==> src/rtl/fifo_irq_ctrl.sv <==
module fifo_irq_ctrl #(
  parameter int DEPTH = 64
) (
  input  logic        clk,
  input  logic        rst_n,
  input  logic        csr_we,
  input  logic [1:0]  csr_sel,
  input  logic [31:0] csr_wdata,
  output logic [31:0] csr_rdata,
  input  logic        cpu_tx_push,
  input  logic [7:0]  cpu_tx_data,
  input  logic        cpu_rx_pop,
  output logic [7:0]  cpu_rx_data,
  input  logic        eng_tx_pop,
  output logic [7:0]  eng_tx_data,
  output logic        eng_tx_empty,
  input  logic        eng_rx_push,
  input  logic [7:0]  eng_rx_data,
  input  logic        xfer_done,
  output logic        irq,
  output logic        rx_dma_req,
  output logic        tx_dma_req
);
  localparam int AW = $clog2(DEPTH);
  localparam int CW = $clog2(DEPTH + 1);
  localparam logic [CW-1:0] FULL = CW'(DEPTH);

  logic [7:0]    rx_lvl, tx_lvl;
  logic          rx_dma_en, tx_dma_en;
  logic [3:0]    ie, st;
  logic [7:0]    tx_mem [DEPTH];
  logic [7:0]    rx_mem [DEPTH];
  logic [AW-1:0] tx_wp, tx_rp, rx_wp, rx_rp;
  logic [CW-1:0] tx_cnt, rx_cnt;

  wire wr_ctl = csr_we && csr_sel == 2'd0;
  wire wr_ie  = csr_we && csr_sel == 2'd2;
  wire wr_st  = csr_we && csr_sel == 2'd3;
  wire rx_flush = wr_ctl && csr_wdata[15];
  wire tx_flush = wr_ctl && csr_wdata[31];

  wire tx_in  = cpu_tx_push && tx_cnt != FULL;
  wire tx_out = eng_tx_pop  && tx_cnt != '0;
  wire rx_in  = eng_rx_push && rx_cnt != FULL;
  wire rx_out = cpu_rx_pop  && rx_cnt != '0;
  wire rx_ovf = eng_rx_push && rx_cnt == FULL;

  wire [7:0] rx_cnt8 = 8'(rx_cnt);
  wire [7:0] tx_cnt8 = 8'(tx_cnt);
  wire rx_cond = rx_cnt8 >= rx_lvl;
  wire tx_cond = tx_cnt8 <= tx_lvl;

  wire [3:0] clr = wr_st ? {csr_wdata[12], csr_wdata[8], csr_wdata[4], csr_wdata[0]} : 4'b0;
  wire [3:0] hit = {xfer_done, rx_ovf, tx_cond, rx_cond};

  always_ff @(posedge clk or negedge rst_n) begin
    if (!rst_n) begin
      rx_lvl <= '0; tx_lvl <= '0; rx_dma_en <= 1'b0; tx_dma_en <= 1'b0;
      ie <= '0; st <= '0;
    end else begin
      if (wr_ctl) begin
        rx_lvl    <= csr_wdata[7:0];
        rx_dma_en <= csr_wdata[8];
        tx_lvl    <= csr_wdata[23:16];
        tx_dma_en <= csr_wdata[24];
      end
      if (wr_ie) ie <= {csr_wdata[12], csr_wdata[8], csr_wdata[4], csr_wdata[0]};
      st <= hit | (st & ~clr);
    end
  end

  always_ff @(posedge clk) begin
    if (tx_in && !tx_flush) tx_mem[tx_wp] <= cpu_tx_data;
    if (rx_in && !rx_flush) rx_mem[rx_wp] <= eng_rx_data;
  end

  always_ff @(posedge clk or negedge rst_n) begin
    if (!rst_n) begin
      tx_wp <= '0; tx_rp <= '0; tx_cnt <= '0;
    end else if (tx_flush) begin
      tx_wp <= '0; tx_rp <= '0; tx_cnt <= '0;
    end else begin
      tx_wp  <= tx_wp + AW'(tx_in);
      tx_rp  <= tx_rp + AW'(tx_out);
      tx_cnt <= tx_cnt + CW'(tx_in) - CW'(tx_out);
    end
  end

  always_ff @(posedge clk or negedge rst_n) begin
    if (!rst_n) begin
      rx_wp <= '0; rx_rp <= '0; rx_cnt <= '0;
    end else if (rx_flush) begin
      rx_wp <= '0; rx_rp <= '0; rx_cnt <= '0;
    end else begin
      rx_wp  <= rx_wp + AW'(rx_in);
      rx_rp  <= rx_rp + AW'(rx_out);
      rx_cnt <= rx_cnt + CW'(rx_in) - CW'(rx_out);
    end
  end

  function automatic logic [31:0] spread(input logic [3:0] b);
    return {19'b0, b[3], 3'b0, b[2], 3'b0, b[1], 3'b0, b[0]};
  endfunction

  always_comb begin
    case (csr_sel)
      2'd0:    csr_rdata = {7'b0, tx_dma_en, tx_lvl, 7'b0, rx_dma_en, rx_lvl};
      2'd1:    csr_rdata = {8'b0, tx_cnt8, 8'b0, rx_cnt8};
      2'd2:    csr_rdata = spread(ie);
      default: csr_rdata = spread(st);
    endcase
  end

  assign eng_tx_data  = tx_mem[tx_rp];
  assign cpu_rx_data  = rx_mem[rx_rp];
  assign eng_tx_empty = tx_cnt == '0;
  assign irq          = |(st & ie);
  assign rx_dma_req   = rx_cond && rx_dma_en;
  assign tx_dma_req   = tx_cond && tx_dma_en;
endmodule

==> config.mk <==
export PLATFORM = sky130hd
export DESIGN_NAME = fifo_irq_ctrl
export DESIGN_NICKNAME = d
export VERILOG_FILES = /design/src/rtl/fifo_irq_ctrl.sv
export SDC_FILE = /design/constraint.sdc
export NUM_CORES = 1
export LEC_CHECK = 0
export ABC_CLOCK_PERIOD_IN_PS = 6100
export CAP_MARGIN = 5
export CORE_MARGIN = 2
export CORE_UTILIZATION = 40
export CTS_CLUSTER_DIAMETER = 60
export DETAILED_ROUTE_END_ITERATION = 8
export PLACE_DENSITY_LB_ADDON = 0.3
export SLEW_MARGIN = 0
export SYNTH_ARGS = -nofsm -noshare
export SYNTH_HDL_FRONTEND = slang
export SYNTH_SLANG_ARGS = --single-unit
==> constraint.sdc <==
create_clock -name clk -period 6.1 [get_ports clk]
set_clock_uncertainty 0.1 [all_clocks]
set_input_delay 0.61 -clock clk [delete_from_list [all_inputs] [get_ports clk]]
set_output_delay 0.61 -clock clk [all_outputs]
set_load 0.02 [all_outputs]
== After elaboration in Yosys (flattened, before gate mapping) ==
Memories as Yosys holds them, arrays and structs flattened.
Index checks and enable logic that the tools add are counted.
Word-level totals
  input bits: 58
  register bits: 64
  memories: 2
  RAM bits: 1024
Memories
  rx_mem: words 64, bits a word 8, rd ports 1, clocked after Yosys merged registers in 0, write ports 1, RTL line 32  | logic [7:0] rx_mem [DEPTH];
  tx_mem: words 64, bits a word 8, rd ports 1, clocked after Yosys merged registers in 0, write ports 1, RTL line 31  | logic [7:0] tx_mem [DEPTH];
Operators by class
  bitwise logic cells: 4
  muxes and demuxes: 12
  magnitude comparators: 2
  add/subtract/negate cells: 8
  eq/ne operators: 6
  reduce and logical (&&, ||, !) cells: 21
Operator list (count)
  $pmux 25 s3: 1
  $add 6x1->6: 4
  $mux 6: 4
  $add 7x1->7: 2
  $logic_and 1x1->1: 14
  $mux 7: 2
  $ne 7x7->1 const B: 2
  $reduce_bool 7->1: 2
  $sub 7x1->7: 2
  $and 4x4->4: 2
  $ge 7x8->1: 1
  $le 7x8->1: 1
  $eq 7x7->1 const B: 1
  $logic_not 7->1: 1
  $eq 2x2->1 const B: 2
  $mux 1: 4
  $mux 4: 1
  $not 4->4: 1
  $or 4x4->4: 1
  $reduce_or 4->1: 1
  $eq 2x1->1 const B: 1
  $logic_not 1->1: 2
  $logic_not 2->1: 1

== Logic depth before layout (Yosys ltp) ==
  word-level depth: 7
  mapped depth: 17
  mapped depth without buffers: 17

== Worst setup path after synthesis ==
No wires, ideal clock.
  path kind: register -> register
  from: register tx_cnt[5]
  to: register tx_cnt[6]
  path buffers: 0
  clock period less this slack: 3318 ps
  stages on the path, launching flop included: 17
  data required time: 5864 ps
  path slack: 2782 ps
  data arrival time: 3082 ps
  cells stage by stage: dfrtp_1 inv_1 ha_1 nor4bb_1 nor2b_1 nor2b_1 ha_1 inv_1 ha_1 inv_1 fa_1 nand2b_1 a21oi_1 o21ai_0 a21oi_1 or3_1 a21oi_1
Between the ends
  word-level cells in the longest chain between the ends: 5
Ends and longest elaborated chain
  start, declared: RTL line 34  | logic [CW-1:0] tx_cnt, rx_cnt;
  start signal, assigned: RTL line 85  | tx_cnt <= tx_cnt + CW'(tx_in) - CW'(tx_out);
  $ne 7x7->1: RTL line 42  | wire tx_in = cpu_tx_push && tx_cnt != FULL;
  $logic_and 1x1->1: RTL line 42
  $add 7x1->7: RTL line 85
  $sub 7x1->7 *: RTL line 85
  $mux 7 *: RTL line 80  | end else if (tx_flush) begin
Every way passes the cells marked *; elsewhere a longest branch is shown, timed or not.
A chain may end at the register's enable or synchronous reset.

== Worst setup path in the final report ==
  from: register rx_rp[1]
  to: output cpu_rx_data[7]
Between the ends
  word-level cells in the longest chain between the ends: 1
Ends and longest elaborated chain
  start, declared: RTL line 33  | logic [AW-1:0] tx_wp, tx_rp, rx_wp, rx_rp;
  start signal, assigned: RTL line 96  | rx_rp <= rx_rp + AW'(rx_out);
  $mem_v2 64x8
  end, declared: RTL line 13  | output logic [7:0] cpu_rx_data,
No other way between the ends.

==> metrics.cfg <==
[timing]
finalSetupViolations = 0
fmax_ghz = 0.199
hold_viol = 0
holdWs_ns = 0.0280
worstMarginPinSlew_ns = 1.25
slew_headroom = 0.167
tns_ns = 0
fin_crit_sh = 0.824
layout_min_cycle_time_ns = 5.03
drv_slew = 0
rsz0062_at_grt = false

[critical_path]
critPathKind = reg2out
end_kind = output port
critPathLaunch = rx_rp[1]
r2r_slack_ns = 2.23
worstPathMaxFanout = 64
crit_arrival_ns = 4.32
worstRegToRegCells = 9
r2r-start = tx_cnt[4]
rr_endpoint = tx_mem[62][7]
start_kind = register
required_ns = 5.39

[synth]
synth_seq_area_share = 0.744
yosys_warnings = 0
avgSynthCellArea_sq_um = 19.6
synth_edf_count = 1024
ys_types = 58
synthCells = 2217
syn_area_sq_um = 43500
synth_ff_type = edfxtp_1
synthArstFlopShare = 0.0588
synth_seq_cells = 1088

[power_and_ir_drop]
leakagePower_nw = 15.8
vdd_drop_max_uv = 400
p_per_area_nw_per_um2 = 442
power_mw = 21.8

[die]
coreArea_sq_um = 107000
start_util = 0.405
placementRows = 120
die_width_microns = 334
die_h_microns = 334
io_pins = 110
dieArea_sq_um = 111000

[hold_path]
hold_class = in2async

[clock_network]
cts_buffer_depth = 3
root_buffer = clkbuf_16
cts_resized = 0
cts_buffers = 111
cts_setup_buffers = 0
ctsHoldBuffers = 0
htreeDepth = 3
clock-sinks = 1088
clk_latency_ns = 0.70
clkTransAtPathRegs_ns = 0.06
cts_tree = yes

[cells_and_area]
stdcell_count = 3822
fillers = 8917
regArea_sq_um = 32400
syn_to_final_growth_pct = 13.6
multi_input_area_sq_um = 10400
utilization = 0.460
n_antenna_cell = 0
fin_nets = 2430
drive_above_1_share = 0.205

[global_route]
track_usage = 0.173
antenna_found_initial = 1
grt_pass1_wl_microns = 143000
grt_pass1_vias = 22300
grt_overflow = 0
grt_max_degree = 65

[placement]
hpwl_microns = 57500
dp_cells = 3622
gp_congestion = 0.819
port_buffers = 85

[routing]
vias = 21000
wl_microns = 96000
ant_nets = 0
via_per_inst = 5.50
drc_errors = 0
drt_iter0_markers = 1821
wl_per_cell_microns = 25.1
drtPass1Iterations = 5

[status]
status = completed

[job]
maxCapViolations = 0

routing by layer:
metal,global-route usage,share of wire,routed length (microns)
met1,0.228,0.41,39700
met5,0.00391,0.00071,68
met4,0.0658,0.036,3470
met2,0.289,0.50,47700
met3,0.0285,0.053,5110
metrics by stage:
step	area, sq um	setup slack, ns
after floorplan	43500	2.78
after global placement	45700	1.27
final	49400	1.07
after CTS	49400	1.03
after detailed placement	45700	1.23
after global routing	49400	0.875
where the power goes:
part	switching, mW	internal (mW)
Clock	2.82	4.02
Sequential	0.679	8.51
Combinational	3.05	2.77
Total	6.55	15.3
worst max path at each step:
stage	slack, ns	to	cells after the start
after floorplan	2.78	tx_cnt[6]	16
after global placement	1.27	rx_mem[6][0]	7
after detailed placement	1.23	rx_mem[6][4]	7
after CTS	1.03	cpu_rx_data[7]	7
after global routing	0.87	cpu_rx_data[3]	7
final	1.07	cpu_rx_data[7]	7
worst max-delay path, cell delays in order, from the launching register on:
cell and delay, ns:
dfrtp_4 1.13, buf_4 0.50, mux4_2 0.56, mux2_2 0.31
a22oi_1 0.15, o2111ai_1 0.17, o31a_1 0.20, clkdlybuf4s50_1 0.57
synthesized netlist by cell type, drive strengths merged (3+ instances only):
cell type,number,share of area
a211oi,12,0.0021
a21o,10,0.0017
a21oi,32,0.0037
a22o,6,0.0012
a22oi,22,0.0038
and2,10,0.0014
and3,6,0.00086
buf,85,0.011
clkbuf,44,0.0038
dfrtp,64,0.037
edfxtp,1024,0.71
ha,38,0.011
inv,36,0.0031
mux2,19,0.0049
mux2i,81,0.019
mux4,254,0.13
nand2,74,0.0064
nand2b,8,0.0012
nand3,20,0.0023
nand3b,6,0.0010
nand4,3,0.00043
nor2,178,0.015
nor2b,22,0.0032
nor3,8,0.00092
nor4,3,0.00043
o21a,3,0.00052
o21ai,31,0.0036
o21bai,3,0.00052
o221ai,8,0.0016
o22a,3,0.00060
o22ai,35,0.0050
o311ai,3,0.00060
o31a,4,0.00081
o32ai,3,0.00060
o41ai,3,0.00060
or2,3,0.00043
or3,9,0.0013
or3b,5,0.0010
xnor2,9,0.0018
xor2,13,0.0026
placed cells by master (no fill, tap or decap), drive strengths merged, types with 32 or more instances in the layout:
cell / synthesis / layout
clkdlybuf4s50: 0 / 68
nor2: 178 / 178
clkinv: 1 / 45
buf: 85 / 51
clkbuf: 44 / 133
o22ai: 35 / 35
edfxtp: 1024 / 1024
mux4: 254 / 254
mux2i: 81 / 81
inv: 36 / 43
nand2: 74 / 74
ha: 38 / 38
a21oi: 32 / 32
dfrtp: 64 / 64
kinds of logic after synthesis:
family                     Yosys count  synth area share
and+or+nand+nor                    360            0.0372
DFF                               1088             0.744
other                                1         0.0000863
buffers and inverters              166            0.0185
adders and majority gates           40            0.0119
AOI/OAI and AO/OA                  186            0.0284
muxes                              354             0.155
xor gates and xnor gates            22           0.00443
registers in the layout (all words and copies together) (netlist names):
name / flops
ie: 4
rx_cnt: 7
rx_dma_en: 1
rx_lvl: 8
rx_mem: 512
rx_rp: 6
rx_wp: 6
st: 4
tx_cnt: 7
tx_dma_en: 1
tx_lvl: 8
tx_mem: 512
tx_rp: 6
tx_wp: 6
area by class of cell:
cell class,count,share of cell area
inverter,37,0.00281
multi-input combinational,975,0.210
clock inverter,67,0.0158
sequential,1088,0.656
tap,1403,0.0356
timing repair buffer,119,0.0219
clock buffer,133,0.0586
Power figures use the tool's default switching activity.
